[src/rtl/zbt_pkg.sv]
package zbt_pkg;

   typedef enum logic [1:0] {
      ZOP_IDLE  = 2'd0,
      ZOP_READ  = 2'd1,
      ZOP_WRITE = 2'd2
   } zbt_op_e;

   // cycles between the command on the pins and its data on the bus
   function automatic int bus_latency(input int pipelined);
      return (pipelined != 0) ? 2 : 1;
   endfunction

endpackage

[src/rtl/zbt_delay.sv]
module zbt_delay #(
   parameter int W     = 8,
   parameter int DEPTH = 2
) (
   input  logic         clk,
   input  logic         rst_n,
   input  logic [W-1:0] d,
   output logic [W-1:0] q
);

   if (DEPTH < 1) begin : g_bad_depth
      $error("zbt_delay: DEPTH must be at least 1");
   end

   logic [W-1:0] stg [DEPTH];

   always_ff @(posedge clk) begin
      if (!rst_n) stg[0] <= '0;
      else        stg[0] <= d;
   end

   for (genvar i = 1; i < DEPTH; i++) begin : g_stage
      always_ff @(posedge clk) begin
         if (!rst_n) stg[i] <= '0;
         else        stg[i] <= stg[i-1];
      end
   end

   assign q = stg[DEPTH-1];

endmodule

[src/rtl/zbt_issue.sv]
module zbt_issue
   import zbt_pkg::*;
#(
   parameter int ADDR_W    = 18,
   parameter int DATA_W    = 36,
   parameter int TAG_W     = 4,
   parameter int BURST_LEN = 4
) (
   input  logic              clk,
   input  logic              rst_n,
   input  logic              cmd_valid,
   input  logic              cmd_write,
   input  logic              cmd_burst,
   input  logic [ADDR_W-1:0] cmd_addr,
   input  logic [DATA_W-1:0] cmd_wdata,
   input  logic [TAG_W-1:0]  cmd_tag,
   output logic              cmd_ready,
   output zbt_op_e           iss_op,
   output logic [ADDR_W-1:0] iss_addr,
   output logic [DATA_W-1:0] iss_wdata,
   output logic [TAG_W-1:0]  iss_tag
);

   localparam int CNT_W = (BURST_LEN > 1) ? $clog2(BURST_LEN) : 1;

   logic [CNT_W-1:0] burst_left;

   assign cmd_ready = (burst_left == '0);

   always_ff @(posedge clk) begin
      if (!rst_n) begin
         iss_op     <= ZOP_IDLE;
         iss_addr   <= '0;
         iss_wdata  <= '0;
         iss_tag    <= '0;
         burst_left <= '0;
      end else if (burst_left != '0) begin
         // continue the burst from the last issued address
         iss_op     <= ZOP_READ;
         iss_addr   <= iss_addr + ADDR_W'(1);
         burst_left <= burst_left - CNT_W'(1);
      end else if (cmd_valid) begin
         iss_op    <= cmd_write ? ZOP_WRITE : ZOP_READ;
         iss_addr  <= cmd_addr;
         iss_wdata <= cmd_wdata;
         iss_tag   <= cmd_tag;
         if (!cmd_write && cmd_burst)
            burst_left <= CNT_W'(BURST_LEN - 1);
      end else begin
         iss_op <= ZOP_IDLE;
      end
   end

endmodule

[src/rtl/zbt_ctrl.sv]
module zbt_ctrl
   import zbt_pkg::*;
#(
   parameter int ADDR_W    = 18,
   parameter int DATA_W    = 36,
   parameter int TAG_W     = 4,
   parameter int BURST_LEN = 4,
   parameter int PIPELINED = 1
) (
   input  logic              clk,
   input  logic              rst_n,
   input  logic              cmd_valid,
   input  logic              cmd_write,
   input  logic              cmd_burst,
   input  logic [ADDR_W-1:0] cmd_addr,
   input  logic [DATA_W-1:0] cmd_wdata,
   input  logic [TAG_W-1:0]  cmd_tag,
   output logic              cmd_ready,
   output logic              sram_en_n,
   output logic              sram_we_n,
   output logic [ADDR_W-1:0] sram_addr,
   output logic [DATA_W-1:0] sram_dq_out,
   output logic              sram_dq_oe,
   input  logic [DATA_W-1:0] sram_dq_in,
   output logic              rd_valid,
   output logic [DATA_W-1:0] rd_data,
   output logic [TAG_W-1:0]  rd_tag
);

   localparam int LAT    = bus_latency(PIPELINED);
   localparam int SLOT_W = 2 + TAG_W + DATA_W;

   if (PIPELINED != 0 && PIPELINED != 1) begin : g_bad_mode
      $error("zbt_ctrl: PIPELINED must be 0 or 1");
   end
   if (BURST_LEN < 2) begin : g_bad_burst
      $error("zbt_ctrl: BURST_LEN must be at least 2");
   end
   if (ADDR_W < 2 || DATA_W < 1 || TAG_W < 1) begin : g_bad_width
      $error("zbt_ctrl: widths out of range");
   end

   zbt_op_e           iss_op;
   logic [DATA_W-1:0] iss_wdata;
   logic [TAG_W-1:0]  iss_tag;

   zbt_issue #(
      .ADDR_W(ADDR_W), .DATA_W(DATA_W), .TAG_W(TAG_W), .BURST_LEN(BURST_LEN)
   ) u_issue (
      .clk(clk), .rst_n(rst_n),
      .cmd_valid(cmd_valid), .cmd_write(cmd_write), .cmd_burst(cmd_burst),
      .cmd_addr(cmd_addr), .cmd_wdata(cmd_wdata), .cmd_tag(cmd_tag),
      .cmd_ready(cmd_ready),
      .iss_op(iss_op), .iss_addr(sram_addr), .iss_wdata(iss_wdata), .iss_tag(iss_tag)
   );

   assign sram_en_n = (iss_op == ZOP_IDLE);
   assign sram_we_n = (iss_op != ZOP_WRITE);

   // write enable, read flag, tag and write data travel together to the bus slot
   logic [SLOT_W-1:0] slot_d, slot_q;
   assign slot_d = {iss_op == ZOP_WRITE, iss_op == ZOP_READ, iss_tag, iss_wdata};

   zbt_delay #(.W(SLOT_W), .DEPTH(LAT)) u_slot (
      .clk(clk), .rst_n(rst_n), .d(slot_d), .q(slot_q)
   );

   logic              slot_wr, slot_rd;
   logic [TAG_W-1:0]  slot_tag;
   assign slot_wr  = slot_q[SLOT_W-1];
   assign slot_rd  = slot_q[SLOT_W-2];
   assign slot_tag = slot_q[DATA_W +: TAG_W];

   assign sram_dq_oe  = slot_wr;
   assign sram_dq_out = slot_q[DATA_W-1:0];

   always_ff @(posedge clk) begin
      if (!rst_n) begin
         rd_valid <= 1'b0;
         rd_data  <= '0;
         rd_tag   <= '0;
      end else begin
         rd_valid <= slot_rd;
         if (slot_rd) begin
            rd_data <= sram_dq_in;
            rd_tag  <= slot_tag;
         end
      end
   end

endmodule

[config.mk]
export PLATFORM = sky130hd
export DESIGN_NAME = zbt_ctrl
export DESIGN_NICKNAME = d
export VERILOG_FILES = /design/src/rtl/zbt_pkg.sv /design/src/rtl/zbt_delay.sv /design/src/rtl/zbt_issue.sv /design/src/rtl/zbt_ctrl.sv
export SDC_FILE = /design/constraint.sdc
export NUM_CORES = 1
export LEC_CHECK = 0
export ABC_AREA = 1
export BUFFER_PORTS_ARGS = -buffer_cell sky130_fd_sc_hd__buf_2
export CORE_MARGIN = 8
export CORE_UTILIZATION = 30
export CTS_CLUSTER_SIZE = 28
export DETAILED_ROUTE_END_ITERATION = 8
export GPL_TIMING_DRIVEN = 0
export REMOVE_ABC_BUFFERS = 1
export SLEW_MARGIN = 20
export SYNTH_ARGS = -nofsm -noshare
export SYNTH_HDL_FRONTEND = slang
export SYNTH_SLANG_ARGS = --single-unit
[constraint.sdc]
create_clock -name clk -period 2.1 [get_ports clk]
set_input_delay 0.42 -clock clk [delete_from_list [all_inputs] [get_ports clk]]
set_output_delay 0.42 -clock clk [all_outputs]
set_load 0.03 [all_outputs]
# --- After elaboration in Yosys (flattened, before gate mapping) ---
# Memories as Yosys holds them, arrays and structs flattened.
# Index checks and enable logic that the tools add are counted.
totals:
  out_inout_bits: 99
  wordCells: 42
  reg_bits: 103
  inputBits: 99
  mem_bits_rw: 84
  memories: 1
op_classes:
  n_eq_ne: 3
  n_mux: 12
  bitwise: 5
  reduce_logical: 10
  add_sub_neg: 2
mem_list:
  columns: ["memory", "words", "word_bits", "rd", "rd_ports_with_merged_regs", "write_ports", "line", "rtl"]
  rows:
  - ["u_slot.stg", 2, 42, 2, 0, 2, "zbt_delay.sv:15", "logic [W-1:0] stg [DEPTH];"]
ops:
  columns: ["cell", "count"]
  rows:
  - ["two-way mux 42 bit", 2]
  - ["two-way mux 18 bit", 2]
  - ["adder 18 x 1 -> 18 bit (second input constant)", 1]
  - ["two-way mux 2 bit", 4]
  - ["nonzero test 2 bit", 3]
  - ["logical NOT 2 bit", 2]
  - ["two-way mux 1 bit", 4]
  - ["AND reduction 2 bit", 2]
  - ["NOT 1 bit", 3]
  - ["OR reduction 3 bit", 1]
  - ["== test 2 x 1 -> 1 bit (second input constant)", 1]
  - ["== test 2 bit (second input constant)", 1]
  - ["!= test 2 bit (second input constant)", 1]
  - ["bitwise OR 1 bit", 2]
  - ["subtractor 2 x 1 -> 2 bit (second input constant)", 1]
  - ["logical AND 1 bit", 1]
  - ["logical NOT 1 bit", 1]

# --- Longest topological paths before layout ---
# Gate-level depths: netlist of the first run.
logic_depth:
  word_depth: 5
  depth_mapped: 9
  depth_no_buf: 9

# --- Modules after synthesis ---
# From an unflattened synthesis of the first run, not the netlist that was laid out.
unflattened:
  hier_cells: 912
  area_unflattened_um2: 6952.9
by_module_without_submodules:
  columns: ["module", "seq_area_each_um2", "n_inst", "area_each_um2", "cells_per_inst"]
  rows:
  - ["zbt_issue", 1241.2, 1, 2825.2, 389]
  - ["zbt_delay", 1681.6, 1, 2374.8, 261]
  - ["zbt_ctrl", 820.8, 1, 1752.9, 262]

# --- Worst setup path after synthesis of the first run ---
# Ideal clock, no wire load.
synth_timing:
  kind: "register to register"
  startpoint: "register u_issue.burst_left[0]"
  endpoint: "register u_issue.iss_addr[13]"
  period_less_slack_ns: 1.583
  setup_ns: 0.069
  arrival_ns: 1.514
  t_required_ns: 2.031
  path_stages_with_launch: 10
  n_path_buf: 1
  slack_ns: 0.517
  path_cell_list: "dfxtp_1 > inv_1 > ha_1 > inv_4 > nor2_8 > inv_2 > buf_6 > o21ai_2 > inv_1 > a21oi_2"
synth_between:
  elab_chain_cells: 2
  word_cells_on_any_way: 3
  cone_classes: "1 x mux; 2 x reduce/logical"
synth_lines:
  columns: ["element", "line", "rtl"]
  rows:
  - ["start: declaration", "zbt_issue.sv:26", "logic [CNT_W-1:0] burst_left;"]
  - ["start signal: assignment", "zbt_issue.sv:41", "burst_left <= burst_left - CNT_W'(1);"]
  - ["start signal: assignment", "zbt_issue.sv:48", "burst_left <= CNT_W'(BURST_LEN - 1);"]
  - ["nonzero test 2 bit *", "zbt_issue.sv:37", "end else if (burst_left != '0) begin"]
  - ["two-way mux 18 bit or nonzero test 2 bit (tied branches)", null, null]
  - ["end signal: assignment", "zbt_issue.sv:40", "iss_addr <= iss_addr + ADDR_W'(1);"]
  - ["end signal: assignment", "zbt_issue.sv:44", "iss_addr <= cmd_addr;"]
  - ["end: declaration", "zbt_issue.sv:19", "output logic [ADDR_W-1:0] iss_addr,"]
# Every way passes the cells marked *; elsewhere a longest branch is shown, timed or not.
# A chain may end at the register's enable or synchronous reset.

# --- Worst setup path after layout of the first run ---
layout_timing:
  startpoint: "register u_issue.burst_left[0]"
  endpoint: "output port cmd_ready"
layout_between:
  elab_chain_cells: 1
layout_lines:
  columns: ["element", "line", "rtl"]
  rows:
  - ["logical NOT 2 bit", "zbt_issue.sv:28", "assign cmd_ready = (burst_left == '0);"]
  - ["end: declaration", "zbt_ctrl.sv:18", "output logic cmd_ready,"]
# No other way between the ends.

==> impl_metrics.toml, run 1 <==
[finish]
nFillCells = 2275
antenna_cells = 0
layout_common_cells = "buf_2 (196), dfxtp_1 (186), nor2_1 (183), nand2_1 (147), inv_1 (113)"
multi_input_area_mm2 = 0.00213
drive_gt1_share_pct = 25.1
stdcell_area_mm2 = 0.00833
fin_nets = 1107
regArea_mm2 = 0.00374
layout_commonest_cell = "buf_2"
syn_to_final_growth_pct = 23.3
final_util_pct = 37.3
layout.cells.non_filler = 1304

[floorplanning]
die_h_um = 166
die_w_um = 166
initial_utilization_pct = 30.2
rows = 55
dieArea_mm2 = 0.0276
io_pins = 198
coreArea_mm2 = 0.0224

[global_routing]
grt_pass1_wl_um = 26600
grt_max_degree = 103
grt_pass1_vias = 5190
grt_usage_pct = 11.7
overflow = 0
antenna_found_initial = 1

[setup_path]
cp_slowest_cell = "ha_2"
crit_type = "register to output port"
cp-start-kind = "register"
ff2ff_setup_slack_ns = 0.28
slowest_delay_ns = 0.35
path_max_fanout = 7
cp.required_ns = 1.68
worstPathArrival_ns = 1.42
path_buf_inv = 2
cp_cell_sequence = "inv_1, ha_2, buf_2"
end_kind = "output port"
worst_path_dominant_cell_family = "adder cells"

[routing]
topRoutingLayerUsed = "met5"
viasPerCell = 4.20
drcViolationCount = 0
met1_length_um = 7550
drtAntennaViolNets = 0
drt_iter0_markers = 322
routed_wl_um = 16200
wl_met2_um = 7130
drtPass1Iterations = 5
vias = 5476
wl_met3_um = 1360
wl_per_cell_um = 12.4

[synth]
ys_ff_latch = 187
seq_area_frac_synth_pct = 55.4
avgSynthCellArea_um2 = 7.82
synth_cell_types = 28
synth_warnings = 0
synthCells = 865
syn_area_mm2 = 0.00676

[cts]
clkSlewWorstSetupHoldPaths_ns = 0.08
numCtsBuffers = 17
cts_setup_buffers = 0
clk_latency_ns = 0.42
hold_buffers = 0
root_buffer = "clkbuf_16"
cts_max_path_buffers = 2
h-tree-depth = 4
cts_tree = "yes"
numClockSinks = 187

[power_and_ir_drop]
power.leakage_uw = 0.00440
ir_drop_mv = 0.433
power.density_mw_per_mm2 = 1190

[placement]
gp_congestion = 0.800
placed_area_mm2 = 0.00769
portBuffers = 197
dp_hpwl_um = 10800
place_inst = 1272

[worst_hold_path]
holdCritPathClass = "input pin to register"

[status]
outcome = "finished clean"

[sta]
drv_slew = 0
fmax_mhz = 544
period_needed_ns = 1.84
final_hold_viol_count = 0
worst_slew_pin_slew_ns = 0.825
period_share_pct = 87.5
grt_setup_unrepaired = "false"
clock_skew_ns = 0.0116
finalSetupViolCount = 0
slew-limit-headroom_pct = 44.9

[run]
cap_violations = 0
-- state kept, by name, indices dropped and copies added, names as in the netlist --
| register | count |
|---|---|
| u_slot.stg | 84 |
| rd_data | 36 |
| u_issue.iss_wdata | 36 |
| u_issue.iss_addr | 18 |
| rd_tag | 4 |
| u_issue.iss_tag | 4 |
| u_issue.burst_left | 2 |
| u_issue.iss_op | 2 |
| rd_valid | 1 |
-- tightest hold or removal path, stage by stage --
cell    delay (ns)
buf_2         0.07
nor2_1        0.03
nor2_1        0.08
-- final timing paths --
| kind | from | to | cells after the start |
|---|---|---|---|
| setup / recovery | u_issue.burst_left[0]$_SDFFE_PN0P_ | cmd_ready | 3 |
| hold / removal | sram_dq_in[18] | rd_data[18]$_SDFFE_PN0P_ | 3 |
| setup reg to reg | u_slot.stg[1][40]$_SDFF_PN0_ | rd_data[34]$_SDFFE_PN0P_ | 3 |
| hold reg to reg | u_slot.stg[0][36]$_SDFF_PN0_ | u_slot.stg[1][36]$_SDFF_PN0_ | 2 |
-- routing by layer --
metal | global-route usage [%] | up-vias
li1 | - | 2870
met1 | 14.3 | 2407
met2 | 18.5 | 186
met3 | 5.04 | 11
met4 | 3.44 | 2
met5 | 0 | -
-- repair_timing --
item,CTS,global route
resized for setup,5,1
hold endpoints to repair,0,0
pin swaps,0,0
setup endpoints to repair,58,10
-- cells by family (layout without fill, tap and decap cells) --
| group | Yosys count | after routing | synth area share (%) |
|---|---|---|---|
| adder cells (fa/ha/maj) | 2 | 2 | 0.370 |
| AO/OA/AOI/OAI | 123 | 123 | 10.0 |
| flip-flops | 187 | 187 | 55.4 |
| XOR/XNOR | 3 | 3 | 0.389 |
| buffers and inverters | 195 | 349 | 13.3 |
| AND/OR/NAND/NOR | 355 | 355 | 20.5 |
-- power breakdown --
part / internal (µW) / switching, µW
combinational: 673 / 1550
sequential: 4130 / 323
clock: 1630 / 1630
-- synthesized netlist by cell type --
cell type,count,area [µm²]
inv_2,4,15.0
nor2_1,183,687
or2_2,1,6.26
nor3_1,3,15.0
ha_1,2,25.0
o21ai_0,89,445
nand4_1,3,18.8
xor2_1,3,26.3
o21bai_1,1,7.51
inv_1,114,428
a31oi_1,6,37.5
buf_2,4,20.0
dfxtp_1,187,3740
inv_4,1,6.26
nand2_2,1,6.26
nor2_2,2,12.5
a21oi_1,9,45.0
clkbuf_1,28,105
buf_1,3,11.3
nand2_1,147,552
o211ai_1,1,7.51
o21ai_1,4,20.0
buf_6,2,22.5
buf_4,39,293
o21ai_2,6,52.6
nor2_8,1,20.0
nand3_1,14,70.1
a21oi_2,7,61.3
-- stage by stage --
step                hold WS (ns)  setup slack [ns]  power [µW]  setup TNS [ns]
floorplan                  0.390            -0.142        5990           -1.55
global placement           0.393             -2.03        6740         -152.48
detailed placement         0.396            -0.603        6770          -25.27
CTS                        0.194            0.0623       10100               0
global route               0.199            0.0893       10600               0
finish                     0.217             0.262        9950               0
-- cell type report --
class / instances / area share (%)
Clock buffer: 17 / 5.11
Clock inverter: 15 / 2.31
Inverter: 119 / 5.54
Multi-Input combinational cell: 483 / 25.6
Sequential cell: 187 / 44.9
Tap cell: 285 / 4.28
Timing Repair Buffer: 198 / 12.2
Note: power is estimated with default switching activity, not from simulation.
==> run 2: changes to the inputs <==
--- a/config.mk
+++ b/config.mk
@@ -9,9 +9,11 @@
 export BUFFER_PORTS_ARGS = -buffer_cell sky130_fd_sc_hd__buf_2
 export CORE_MARGIN = 8
 export CORE_UTILIZATION = 30
+export CTS_CLUSTER_DIAMETER = 80
 export CTS_CLUSTER_SIZE = 28
 export DETAILED_ROUTE_END_ITERATION = 8
 export GPL_TIMING_DRIVEN = 0
+export PLACE_DENSITY_LB_ADDON = 0.1
 export REMOVE_ABC_BUFFERS = 1
 export SLEW_MARGIN = 20
 export SYNTH_ARGS = -nofsm -noshare
==> run 2 against run 1 <==
Clock skew up 0.0015 ns; highest routed layer unchanged; setup slack got worse by 0.012 ns; critical path depth unchanged; final area about the same; total power is essentially flat; sequential share of layout area about the same; largest cell class unchanged.
==> impl_metrics.toml, run 2 (synthesis gave the netlist of run 1 again) <==
[worst_hold_path]
holdCritPathClass = "input pin to register"

[cts]
hold_buffers = 0
root_buffer = "clkbuf_16"
cts_tree = "yes"
clk_latency_ns = 0.42
cts_resized = 6
clkSlewWorstSetupHoldPaths_ns = 0.08
h-tree-depth = 4
numCtsBuffers = 17
cts_max_path_buffers = 2
numClockSinks = 187
cts_setup_buffers = 0

[floorplanning]
io_pins = 198
initial_utilization_pct = 30.2
die_h_um = 166
die_w_um = 166
coreArea_mm2 = 0.0224
rows = 55
dieArea_mm2 = 0.0276

[finish]
final_util_pct = 37.3
nFillCells = 2392
layout.cells.non_filler = 1304
drive_gt1_share_pct = 25.1
top_register = "u_slot.stg"
layout_common_cells = "buf_2 (196), dfxtp_1 (186), nor2_1 (183), nand2_1 (147), inv_1 (113)"
syn_to_final_growth_pct = 23.3
layout_commonest_cell = "buf_2"
antenna_cells = 0
fin_nets = 1107
stdcell_area_mm2 = 0.00833
reg_top3 = "u_slot.stg (84), rd_data (36), u_issue.iss_wdata (36)"
largest_reg_flops = 84

[setup_path]
path_max_fanout = 7
worstPathArrival_ns = 1.43
cp.required_ns = 1.68
end_kind = "output port"
cp-start-kind = "register"
crit_type = "register to output port"

[status]
outcome = "finished clean"

[sta]
worst_slew_pin_slew_ns = 0.865
final_hold_viol_count = 0
fmax_mhz = 541
finalSetupTns_ns = 0
clock_skew_ns = 0.0131
slew-limit-headroom_pct = 42.3
period_share_pct = 88.1
grt_setup_unrepaired = "false"
finalSetupViolCount = 0
drv_slew = 0
period_needed_ns = 1.85

[global_routing]
grt_max_degree = 89
grt_pass1_wl_um = 27300
grt_pass1_vias = 5220
overflow = 0
grt_usage_pct = 12.1
antenna_found_initial = 1

[power_and_ir_drop]
power.leakage_uw = 0.00441
finalPower_uw = 9950
ir_drop_mv = 0.479
power.density_mw_per_mm2 = 1190

[routing]
vias = 5371
drt_iter0_markers = 322
drtPass1Iterations = 4
wl_per_cell_um = 12.6
drtAntennaViolNets = 0
routed_wl_um = 16400
viasPerCell = 4.12
drcViolationCount = 0

[placement]
placed_area_mm2 = 0.00769
place_inst = 1272
gp_congestion = 0.774
portBuffers = 197
dp_hpwl_um = 10800

[run]
cap_violations = 0
-- run 2: cell types whose count changed in the layout (fill, tap and decap cells not counted) --
cell        before  now
clkbuf_8         0    1
clkinv_8         6    4
clkinvlp_4       1    0
inv_8            1    5
inv_6            3    1
-- run 2: worst paths after layout --
path         depth (start not counted)                                from                                end  slack (ns)
max                                  3  u_issue.burst_left[0]$_SDFFE_PN0P_                          cmd_ready        0.25
min reg2reg                          2        u_slot.stg[0][34]$_SDFF_PN0_       u_slot.stg[1][34]$_SDFF_PN0_        0.41
min                                  3                      sram_dq_in[23]           rd_data[23]$_SDFFE_PN0P_        0.22
max reg2reg                          8  u_issue.burst_left[0]$_SDFFE_PN0P_  u_issue.iss_addr[12]$_SDFFE_PN0P_        0.27
-- run 2: power breakdown --
| group | internal (µW) | leakage, µW | switching [µW] |
|---|---|---|---|
| clock network | 1670 | 0.000302 | 1600 |
| logic | 673 | 0.00258 | 1560 |
| registers | 4130 | 0.00153 | 314 |
-- run 2: stage by stage --
stage               setup WS [ns]  hold slack [ns]
finish                      0.250            0.217
floorplan                  -0.142            0.390
global route               0.0637            0.198
CTS                         0.193            0.190
detailed placement         -0.826            0.396
global placement            -2.28            0.392
-- run 2: area by class of cell --
| class | count | area (µm²) | share of cell area (%) |
|---|---|---|---|
| flip-flops and latches | 187 | 3740 | 44.9 |
| clock inverters | 14 | 180 | 2.16 |
| multi-input cells | 483 | 2130 | 25.6 |
| clock buffers | 18 | 439 | 5.27 |
| repair buffers | 198 | 1020 | 12.2 |
| inverters | 119 | 462 | 5.54 |
| well taps | 285 | 357 | 4.28 |
-- run 2: layer usage --
metal  track usage, %  share of wire, %  up-vias  wire length (µm)
met5                0             0.079        -                13
met4             3.32              0.73        2               120
met3             4.68               7.4        9              1220
met2             19.1                43      156              7130
met1             15.2                48     2331              7930
li1                 -                 -     2873                 -
-- run 2: worst max-delay path, stage by stage, from the launching register on --
cell     delay (ns)
dfxtp_1        0.32
inv_1          0.06
ha_2           0.36
buf_2          0.27
==> run 3: changes to the inputs <==
--- a/config.mk
+++ b/config.mk
@@ -13,7 +13,7 @@
 export CTS_CLUSTER_SIZE = 28
 export DETAILED_ROUTE_END_ITERATION = 8
 export GPL_TIMING_DRIVEN = 0
-export PLACE_DENSITY_LB_ADDON = 0.1
+export PLACE_DENSITY = 0.61
 export REMOVE_ABC_BUFFERS = 1
 export SLEW_MARGIN = 20
 export SYNTH_ARGS = -nofsm -noshare
==> run 3 against run 2 <==
Critical path type unchanged; final area up 0.27%; flip-flop and latch count unchanged; clock power up 5%.
==> impl_metrics.toml, run 3 (synthesis gave the netlist of run 1 again) <==
[status]
outcome = "finished clean"

[cts]
clkSlewWorstSetupHoldPaths_ns = 0.08
numClockSinks = 187
numCtsBuffers = 17
h-tree-depth = 4
root_buffer = "clkbuf_16"
clk_latency_ns = 0.42
cts_setup_buffers = 0
cts_max_path_buffers = 2
cts_tree = "yes"

[finish]
multi_input_area_mm2 = 0.00213
layout_common_cells = "buf_2 (196), dfxtp_1 (186), nor2_1 (183), nand2_1 (147), inv_1 (113)"
fin_nets = 1107
largest_reg_flops = 84
stdcell_area_mm2 = 0.00836
nFillCells = 2355
syn_to_final_growth_pct = 23.6
top_register = "u_slot.stg"
regArea_mm2 = 0.00374
drive_gt1_share_pct = 25.1
reg_top3 = "u_slot.stg (84), rd_data (36), u_issue.iss_wdata (36)"
antenna_cells = 0
final_util_pct = 37.4
layout_commonest_cell = "buf_2"

[sta]
period_needed_ns = 1.84
setup_ws_ns = 0.261
grt_setup_unrepaired = "false"
finalSetupViolCount = 0
drv_slew = 0
whs_ns = 0.219
clock_skew_ns = 0.0105
fmax_mhz = 544
worst_slew_pin_slew_ns = 0.873
slew-limit-headroom_pct = 41.8
period_share_pct = 87.6
final_hold_viol_count = 0

[routing]
drt_iter0_markers = 433
wl_per_cell_um = 12.4
drcViolationCount = 0
routed_wl_um = 16200
vias = 5437
drtPass1Iterations = 4
viasPerCell = 4.17
drtAntennaViolNets = 0

[power_and_ir_drop]
power.leakage_uw = 0.00442
ir_drop_mv = 0.514
finalPower_uw = 10100
power.density_mw_per_mm2 = 1210

[floorplanning]
die_w_um = 166
io_pins = 198
dieArea_mm2 = 0.0276
coreArea_mm2 = 0.0224
die_h_um = 166
initial_utilization_pct = 30.2
rows = 55

[placement]
dp_hpwl_um = 10800
gp_congestion = 0.823
placed_area_mm2 = 0.00769
pre_cts_slack_ns = -0.594
portBuffers = 197

[global_routing]
antenna_found_initial = 0
overflow = 0
grt_pass1_vias = 5087
grt_usage_pct = 11.6
grt_max_degree = 92
grt_pass1_wl_um = 26300

[setup_path]
crit_type = "register to output port"
worstPathArrival_ns = 1.42
cp-start-kind = "register"
end_kind = "output port"
path_max_fanout = 7
cp.required_ns = 1.68
ff2ff_setup_slack_ns = 0.31

[run]
cap_violations = 0

[worst_hold_path]
holdCritPathClass = "input pin to register"
## run 3: cell types whose count changed in the layout (fill, tap and decap cells not counted), sizes merged
cell    before  now
inv        127  128
bufinv       0    2
clkbuf      18   17
clkinv       6    4
## run 3: report_power, final
group | internal [µW] | leakage (µW) | switching, µW
Clock | 1860 | 0.000314 | 1570
Sequential | 4140 | 0.00153 | 316
Combinational | 674 | 0.00258 | 1560
## run 3: repair_timing
item,CTS,global route
setup endpoints to repair,58,18
hold buffers,0,0
resized for setup,4,2
## run 3: per-stage QoR
step | TNS [ns] | instances
2_1_floorplan | -1.55 | 789
4_1_cts | 0 | 1304
5_1_grt | 0 | 1304
6_report | 0 | 1304
3_5_place_dp | -24.18 | 1272
3_3_place_gp | -164.75 | 1271
## run 3: critical path, stage by stage, from the launching register on
cell and delay, ns:
dfxtp_1 0.33, inv_1 0.07, ha_2 0.35, buf_2 0.26
## run 3: cell type report
type | instances | area share, %
Clock inverter | 15 | 2.59
Clock buffer | 17 | 5.09
Timing Repair Buffer | 198 | 12.2
Inverter | 119 | 5.52
Sequential cell | 187 | 44.8
Multi-Input combinational cell | 483 | 25.5
Tap cell | 285 | 4.27
## run 3: path summary, 6_finish.rpt
kind / end / start / cells after the start
setup / recovery: cmd_ready / u_issue.burst_left[0]$_SDFFE_PN0P_ / 3
hold reg to reg: u_slot.stg[1][38]$_SDFF_PN0_ / u_slot.stg[0][38]$_SDFF_PN0_ / 2
setup reg to reg: rd_data[3]$_SDFFE_PN0P_ / u_slot.stg[1][40]$_SDFF_PN0_ / 3
hold / removal: rd_data[23]$_SDFFE_PN0P_ / sram_dq_in[23] / 3
## run 3: layer usage
| layer | GRT usage, % | part of all wire, % |
|---|---|---|
| met5 | 0 | 0 |
| met4 | 3.87 | 1.1 |
| met3 | 3.83 | 7.2 |
| met2 | 18.8 | 45 |
| met1 | 14.3 | 47 |
